`config.mk`:
```
export PLATFORM = sky130hd
export DESIGN_NAME = window_watchdog
export DESIGN_NICKNAME = d
export VERILOG_FILES = /design/src/rtl/window_watchdog.sv
export SDC_FILE = /design/constraint.sdc
export NUM_CORES = 1
export LEC_CHECK = 0
export BUFFER_PORTS_ARGS = -buffer_cell sky130_fd_sc_hd__buf_2
export CAP_MARGIN = 5
export CORE_MARGIN = 1.5
export CORE_UTILIZATION = 38
export CTS_CLUSTER_SIZE = 28
export DETAILED_ROUTE_END_ITERATION = 6
export PLACE_DENSITY = 0.75
export SYNTH_ARGS = -nofsm -noshare
export SYNTH_HDL_FRONTEND = slang
export SYNTH_SLANG_ARGS = --single-unit
```
`constraint.sdc`:
```
create_clock -name clk -period 1.3 [get_ports clk]
set_input_delay 0.325 -clock clk [delete_from_list [all_inputs] [get_ports clk]]
set_output_delay 0.325 -clock clk [all_outputs]
set_load 0.01 [all_outputs]
```
`src/rtl/window_watchdog.sv`:
```
module window_watchdog #(
  parameter int CLOSED_TICKS = 4,
  parameter int OPEN_TICKS   = 4,
  parameter int RST_PULSE    = 3,
  parameter int DATA_W       = 8
) (
  input  logic              clk,
  input  logic              rst_n,
  input  logic              wr_en,
  input  logic [DATA_W-1:0] wr_data,
  input  logic              ss_n,
  input  logic [1:0]        mode,
  input  logic              tick,
  output logic              wd_rst,
  output logic              armed,
  output logic              win_open,
  output logic [DATA_W-1:0] ctl_rdata
);
  localparam int TOTAL = CLOSED_TICKS + OPEN_TICKS;
  localparam int CNT_W = (TOTAL > 2) ? $clog2(TOTAL) : 1;
  localparam int PW    = $clog2(RST_PULSE + 1);
  localparam logic [CNT_W-1:0] LAST = CNT_W'(TOTAL - 1);
  localparam logic [CNT_W-1:0] OPEN_AT = CNT_W'(CLOSED_TICKS);

  logic [CNT_W-1:0] cnt;
  logic [PW-1:0]    pulse;
  logic             pend, ss_q;

  wire running = armed && (mode == 2'b00);
  wire ss_rise = ss_n && !ss_q;
  wire kick_wr = wr_en && wr_data[1] && armed;
  wire good    = ss_rise && pend && win_open;
  wire bad     = ss_rise && pend && !win_open;
  wire timeout = running && tick && (cnt == LAST) && !good;
  wire fire    = bad || timeout;

  assign win_open  = armed && (cnt >= OPEN_AT);
  assign wd_rst    = (pulse != '0);
  assign ctl_rdata = {{(DATA_W-1){1'b0}}, armed};

  always_ff @(posedge clk or negedge rst_n) begin
    if (!rst_n) begin
      cnt   <= '0;
      pulse <= '0;
      pend  <= 1'b0;
      armed <= 1'b0;
      ss_q  <= 1'b1;
    end else begin
      ss_q <= ss_n;
      if (fire) begin
        armed <= 1'b0;
        cnt   <= '0;
        pend  <= 1'b0;
        pulse <= PW'(RST_PULSE);
      end else begin
        if (pulse != '0) pulse <= pulse - 1'b1;
        if (wr_en && wr_data[0] && !wd_rst) armed <= 1'b1;
        if (good) cnt <= '0;
        else if (running && tick) cnt <= cnt + 1'b1;
        pend <= ss_rise ? 1'b0 : (pend | kick_wr);
      end
    end
  end

  assert_no_disarm_R3: assert property (@(posedge clk) disable iff (!rst_n)
    armed && !fire |=> armed);
  assert_disarmed_zero_R4: assert property (@(posedge clk) disable iff (!rst_n)
    !armed |-> cnt == '0 && !pend);
  assert_hold_R5: assert property (@(posedge clk) disable iff (!rst_n)
    mode != 2'b00 && !ss_rise |=> $stable(cnt));
  assert_write_defers_R7: assert property (@(posedge clk) disable iff (!rst_n)
    !ss_rise && !tick |=> $stable(cnt));
  assert_closed_clear_R9: assert property (@(posedge clk) disable iff (!rst_n)
    ss_rise && pend && !win_open |=> wd_rst);
  assert_pulse_disarms_R11: assert property (@(posedge clk) disable iff (!rst_n)
    $rose(wd_rst) |-> !armed && cnt == '0);
endmodule

```
After elaboration in Yosys (flattened, before gate mapping)

Index checks and enable logic that the tools add are counted.

Register bits: 8
Input bits: 15
Output and inout port bits: 11
Logic and storage cells: 42

Add/sub/neg operators: 2
Magnitude comparators: 1
Equal/unequal tests: 1
Multiplexer cells: 9
Bitwise operators: 1
Reduce and logical (&&, ||, !) cells: 23

Operators by type and width:

| cell                | count |
|---|---|
| $logic_and 1x1->1   | 13 |
| $mux 3              | 3 |
| $reduce_bool 2->1   | 3 |
| $logic_not 1->1     | 4 |
| $mux 1              | 4 |
| $mux 2              | 2 |
| $add 3x1->3 const B | 1 |
| $eq 3x3->1 const B  | 1 |
| $ge 3x3->1 const B  | 1 |
| $reduce_bool 3->1   | 1 |
| $logic_not 2->1     | 1 |
| $sub 2x1->2 const B | 1 |
| $logic_or 1x1->1    | 1 |
| $or 1x1->1          | 1 |

Longest topological paths before layout

Gate-level depths: netlist of the first run.

Word-level depth: 8
Depth in mapped cells: 5
Mapped depth without buffers: 5

Least setup slack after synthesis of the first run

OpenSTA, ideal clock, no wires.

Path kind: register to register
From: register ss_q
To: register armed
Setup time: 120 ps
Arrival: 1137 ps
Data required time: 1180 ps
Path slack: 43 ps
Cell stages (with the launch flop): 5
Buffers on the path: 1
Clock period less this slack: 1257 ps
Path through: dfstp_2 -> and3b_1 -> buf_6 -> nand3b_4 -> a31o_1

Word-level cells in the longest chain between the ends: 8
Elaborated cells on any way between the ends: 10
Those cells by class: mux (1); reduce/logical (9)

Ends and longest elaborated chain:

| element                                            | line   | text |
|---|---|---|
| from (decl)                                        | 27     | `logic pend, ss_q;` |
| from (signal assigned)                             | 49     | `ss_q <= ss_n;` |
| $logic_not 1->1 *                                  | 30     | `wire ss_rise = ss_n && !ss_q;` |
| $logic_and 1x1->1 *                                | 30     |  |
| $logic_and 1x1->1 *                                | 32, 33 |  |
| $logic_and 1x1->1                                  | 32     | `wire good = ss_rise && pend && win_open;` |
| $logic_not 1->1                                    | 34     | `wire timeout = running && tick && (cnt == LAST) && !good;` |
| $logic_and 1x1->1                                  | 34     |  |
| $logic_or 1x1->1 *                                 | 35     | `wire fire = bad \|\| timeout;` |
| $mux 1 / $reduce_bool 2->1 (equally long branches) | n/a    |  |
| to (signal assigned)                               | 46     | `armed <= 1'b0;` |
| to (signal assigned)                               | 51     | `armed <= 1'b0;` |
| to (signal assigned)                               | 57     | `if (wr_en && wr_data[0] && !wd_rst) armed <= 1'b1;` |
| to (decl)                                          | 15     | `output logic armed,` |

Mark *: on every way between the ends. The rest lies on a longest branch, timed or not.
A chain may end at the register's enable or synchronous reset.

Worst setup path in the final report of the first run

From: register pulse[0]
To: output wd_rst

Word-level cells in the longest chain between the ends: 1

Ends and longest elaborated chain:

| element                | line | text |
|---|---|---|
| from (decl)            | 26   | `logic [PW-1:0] pulse;` |
| from (signal assigned) | 54   | `pulse <= PW'(RST_PULSE);` |
| from (signal assigned) | 56   | `if (pulse != '0) pulse <= pulse - 1'b1;` |
| $reduce_bool 2->1      | 38   | `assign wd_rst = (pulse != '0);` |
| to (decl)              | 14   | `output logic wd_rst,` |

Every way passes these cells.

==> results of run 1 <==
-- cell usage in the layout (no fill, tap or decap) --
master / netlist / routed
buf_2: 0 / 11
buf_4: 8 / 8
conb_1: 1 / 7
dfrtp_1: 7 / 7
nand2b_1: 4 / 4
inv_2: 0 / 3
clkbuf_4: 0 / 3
nor2_1: 2 / 2
nand3b_1: 2 / 2
a21oi_1: 2 / 2
nand3_1: 2 / 2
and2_4: 0 / 1
inv_1: 4 / 1
and4bb_1: 1 / 1
a31oi_1: 1 / 1
a221oi_1: 1 / 1
and3b_2: 0 / 1
mux2i_1: 1 / 1
nand3b_4: 1 / 1
nand2_1: 1 / 1
o2111ai_1: 1 / 1
xor2_1: 1 / 1
a211oi_2: 1 / 1
a31o_1: 1 / 1
ha_1: 3 / 1
ha_4: 0 / 1
ha_2: 0 / 1
clkbuf_1: 0 / 1
dlygate4sd3_1: 0 / 1
buf_6: 2 / 1
dfstp_2: 1 / 1
-- per-stage QoR --
step	hold WS, ns	util, %
after detailed placement	0.176	42.9
after CTS	0.188	50.2
after global routing	0.184	51.0
after global placement	0.176	42.9
after floorplan	0.0294	-
final	0.191	51.0
-- sequential cells by signal (all words and copies together) (netlist names) --
register / count
pend: 1
cnt: 3
ss_q: 1
pulse: 2
armed: 1
-- worst max-delay path, stage by stage (launching register included) --
cell and delay [ns]:
dfrtp_1 0.38, inv_2 0.07, ha_4 0.13, inv_2 0.03
buf_6 0.10
-- timing repair --
action                                  in CTS  in global routing
pin swaps                                    1                  1
hold buffers                                 1                  0
resized for setup                            7                  2
buffers inserted                             5                  1
hold endpoints to repair                     7                  0
endpoints found under the setup margin       3                  3
-- metal layers --
layer / wire length (um) / global-route usage (%)
met1: 343 / 13.5
met3: 35 / 6.67
met4: 0 / 2.59
met5: 0 / 0
met2: 541 / 28.2
-- report_power, final --
| group | total (mW) | switching [mW] | leakage [nW] | internal (mW) |
|---|---|---|---|---|
| Clock | 0.204 | 0.0861 | 0.0150 | 0.118 |
| Sequential | 0.413 | 0.0615 | 0.0980 | 0.351 |
| Combinational | 0.589 | 0.260 | 0.254 | 0.329 |
-- how the worst max path moves through the flow --
| stage | startpoint | to | slack [ns] | cells after the start |
|---|---|---|---|---|
| after global routing | pulse[1]$_DFFE_PN0P_ | wd_rst | -0.05 | 4 |
| after CTS | pulse[1]$_DFFE_PN0P_ | wd_rst | -0.01 | 4 |
| after floorplan | ss_q$_DFF_PN1_ | armed$_DFFE_PN0P_ | 0.04 | 4 |
| final | pulse[0]$_DFFE_PN0P_ | wd_rst | 0.002 | 4 |
| after detailed placement | ss_q$_DFF_PN1_ | armed$_DFFE_PN0P_ | 0.008 | 3 |
| after global placement | ss_q$_DFF_PN1_ | armed$_DFFE_PN0P_ | 0.01 | 3 |
-- logic make-up (layout without fill, tap and decap cells) --
kind of cell | after synthesis | after routing | synth area share, %
simple gates | 15 | 15 | 21.0
flops | 8 | 8 | 38.4
xor+xnor | 1 | 1 | 1.67
buf+inv | 14 | 29 | 18.6
fa+ha+maj | 3 | 3 | 7.16
other cells | 1 | 7 | 0.715
compound gates | 7 | 7 | 10.5
mux | 1 | 1 | 1.91
-- cell type report --
class,instances,share of cell area [%]
Clock buffer,4,3.96
Timing Repair Buffer,21,20.6
Sequential cell,8,30.4
Tap cell,15,2.83
Inverter,4,2.26
Multi-Input combinational cell,34,40.0
==> qor.txt, run 1 <==
R2R setup slack = 0.04 ns
initial antenna violation count = 0
RSZ-0062 raised after global routing = yes
CORE AREA = 0.00130 mm^2
TritonCTS buffer count = 3
Mapped Area = 524 um^2
area leader, netlist = dfrtp_1
worst setup path class = reg2out
routed wire length = 921 um
Setup WS pre-CTS = 0.00782 ns
Power Dens Cells = 1820 mW/mm^2
I/O pins = 26
worst path arrival time = 0.97 ns
P&R area growth vs syn = 26.5%
r2r endpoint = armed$_DFFE_PN0P_
Syn Inst Count = 50
via count = 388
first drt pass iteration count = 2
vias per cell = 4.51
H-Tree Depth = 1
nets = 90
site row count = 13
worst-path fanout max = 2
FF/Latch Area = 201 um^2
CTS tree = built
Static Leak = 0.367 nW
crit path capture type = output pin
register clock-pin slew on the reported worst setup and hold paths = 0.05 ns
share of cells above drive strength 1 = 46.5%
period utilization = 99.9%
main area contributors after synthesis = dfrtp_1 (33%), buf_4 (11%), ha_1 (7.2%), dfstp_2 (5.0%), nand2b_1 (4.8%)
crit path launch type = register
first-pass GRT wire length = 1440 um
Worst EP required = 0.98 ns
most frequent cell after synthesis = buf_4
FF+latch count, synth = 8
register area share after synthesis = 38.4%
Synth warnings = 0
Max-Cap Viols = 0
Post-synth EDFFs = 0
reg2reg start = ss_q$_DFF_PN1_
Synth top cells by count = buf_4 (8), dfrtp_1 (7), inv_1 (4), nand2b_1 (4), ha_1 (3)
post-detailed-route count of antenna-violating nets = 0
Hold Path Sink = ss_q$_DFF_PN1_
clk sinks = 8
Worst-Skew Late Latency = 0.25 ns
DR iter-0 viols = 5
setup TNS = 0 ns
hold crit path type = in2reg
run status = finished, final reports clean
full die area = 0.00161 mm^2
hold depth = 1
largest net degree at the start of global routing = 9
ys async rst share = 100%
DP Wirelength = 671 um
multi-input combinational cell area = 265 um^2
GP Congestion = 0.733
Worst Hold Launch = ss_n
Root Buffer = clkbuf_4
clk_skew = 0.00446 ns
fill count = 132
fmax = 770 MHz
Setup WS post-layout = 0.00168 ns
Die X = 40.1 um
GRT overflow = 0
chip height = 40.1 um
Avg Cell Area, Syn = 10.5 um^2
DR DRC count = 0
Post-Place Cell Area = 558 um^2
diode count = 0
Longest Clk Path Bufs = 2
Final Cell Area = 663 um^2
Fin. Hold Viols = 0
Routed wire per std cell = 10.7 um
Setup-failing EPs final = 0
Max VDD drop = 0.960 mV
IO Port Bufs = 12
power consumption = 1.21 mW
initial core utilization = 40.3%
Worst R2R Path Depth = 3
Placed Cells = 75
Tmin final = 1.30 ns
vias in the first global route = 373
max-slew violations = 0
top cell type's share of synthesized area = 33.4%
Main synth FF type = dfrtp_1
Tot GR Track Use = 14.5%
count of cell types in the netlist = 24
Non-Filler Instances = 86
Note: power is estimated with default switching activity, not from simulation.
==> run 2: changes to the inputs <==
- GPL_TIMING_DRIVEN: unset -> 0
==> run 2 against run 1 <==
Maximum frequency hardly changed. Core utilization is 6.4 points higher. Critical endpoint unchanged. Cell count is 10% higher. Sequential share of layout area is 3.4 points lower. Combinational power is 13% higher. Clock-buffer cell count stayed put. Sequential power is 2% higher. Hold slack better by 0.0052 ns. Largest power group unchanged. Largest cell class unchanged.
==> qor.txt, run 2 (synthesized netlist as in run 1, its figures left out) <==
post-detailed-route count of antenna-violating nets = 0
site row count = 13
via count = 420
Setup WS pre-CTS = -0.00539 ns
fill count = 129
I/O pins = 26
Fin. Hold Viols = 0
period utilization = 99.9%
initial antenna violation count = 0
multi-input combinational cell area = 264 um^2
sw frac = 33.0%
Longest Clk Path Bufs = 2
Worst-Skew Late Latency = 0.25 ns
diode count = 0
commonest non-fill, non-tap cells in the layout = buf_4 (14), buf_2 (10), conb_1 (7), dfrtp_1 (7), buf_6 (5)
first-pass GRT wire length = 1460 um
Final Cell Area = 747 um^2
clock share of power = 15.7%
Tot GR Track Use = 14.3%
TritonCTS buffer count = 3
Combinational Power Share = 51.5%
vias in the first global route = 350
initial core utilization = 40.3%
largest net degree at the start of global routing = 9
H-Tree Depth = 1
register share of total power = 32.8%
Routed wire per std cell = 10.0 um
Max-Cap Viols = 0
clk sinks = 8
vias per cell = 4.42
DR DRC count = 0
Root Buffer = clkbuf_4
worst path arrival time = 0.97 ns
first drt pass iteration count = 4
CTS tree = built
clk_skew = 0.00741 ns
max-slew violations = 0
hold crit path type = in2reg
nets = 99
full die area = 0.00161 mm^2
crit path capture type = output pin
worst-path fanout max = 2
Max VDD drop = 1.03 mV
IO Port Bufs = 12
fmax = 770 MHz
DP Wirelength = 682 um
crit path launch type = register
Tmin final = 1.30 ns
P_int = 863 uW
commonest non-fill, non-tap cell in the layout = buf_4
switching power = 425 uW
routed wire length = 953 um
Setup WS post-layout = 0.000935 ns
Largest regs = cnt (3), pulse (2)
Die X = 40.1 um
Worst EP required = 0.98 ns
DR iter-0 viols = 4
Top reg by flops = cnt
RSZ-0062 raised after global routing = yes
Power Dens Cells = 1720 mW/mm^2
register clock-pin slew on the reported worst setup and hold paths = 0.06 ns
P&R area growth vs syn = 42.5%
Static Leak = 0.418 nW
CORE AREA = 0.00130 mm^2
Setup-failing EPs final = 0
chip height = 40.1 um
GP Congestion = 0.734
share of cells above drive strength 1 = 51.2%
worst setup path class = reg2out
run status = finished, final reports clean
GRT overflow = 0
Post-Place Cell Area = 626 um^2
Largest register FFs = 3
FF/Latch Area = 201 um^2
run 2: changes by cell type in the layout (fill, tap and decap cells not counted):
cell	delta
buf_2	-1
and3b_1	+1
and3b_2	-1
buf_6	+4
buf_4	+6
run 2: area by class of cell:
class | count | area share (%)
multi-input combinational | 34 | 35.3
sequential | 8 | 27.0
timing repair buffer | 20 | 18.6
buffer | 10 | 11.1
clock buffer | 4 | 3.52
tap | 15 | 2.51
inverter | 4 | 2.01
run 2: through the flow:
stage	utilization (%)	std cells	power, mW	TNS [ns]	hold slack [ns]
final	57.4	95	1.29	0	0.196
after global routing	57.4	95	1.41	-0.0971	0.186
after CTS	54.8	92	1.23	-0.0233	0.194
after detailed placement	48.1	83	0.873	-0.00752	0.180
after global placement	48.1	83	0.843	0	0.175
after floorplan	-	56	0.741	0	0.0294
run 2: repair_timing:
item	in CTS	in global routing
gates resized for setup	7	3
hold buffers	1	0
hold endpoints to repair	7	0
setup buffers	4	3
pin swaps	1	2
setup endpoints to repair	4	3
run 2: path summary, 6_finish.rpt:
| kind | start | slack [ns] | cells after the start | end |
|---|---|---|---|---|
| setup / recovery | pulse[1]$_DFFE_PN0P_ | 0.0009 | 4 | wd_rst |
| setup reg to reg | ss_q$_DFF_PN1_ | 0.03 | 4 | armed$_DFFE_PN0P_ |
| max in group asynchronous | rst_n | 0.59 | 2 | ss_q$_DFF_PN1_ |
| hold reg to reg | ss_q$_DFF_PN1_ | 0.52 | 2 | pend$_DFF_PN0_ |
| hold / removal | ss_n | 0.20 | 1 | ss_q$_DFF_PN1_ |
| min in group asynchronous | rst_n | 0.46 | 2 | pulse[1]$_DFFE_PN0P_ |
run 2: critical path, stage by stage (launching register included):
cell     delay [ns]
dfrtp_1        0.39
inv_2          0.07
ha_4           0.12
inv_2          0.03
buf_6          0.10
run 2: power groups by stage:
stage	clock network [mW]	registers (mW)	logic, mW
2_1_floorplan	0	0.419	0.321
3_3_place_gp	0	0.423	0.420
3_5_place_dp	0	0.431	0.442
4_1_cts	0.208	0.420	0.604
5_1_grt	0.224	0.433	0.754
6_report	0.203	0.422	0.663
run 2: layer usage:
layer / GRT usage, % / vias up / part of all wire (%)
met1: 17.5 / 194 / 43
li1: - / 215 / -
met3: 3.33 / 2 / 3.5
met2: 23.0 / 9 / 52
met4: 7.76 / 0 / 0.63
met5: 0 / - / 0
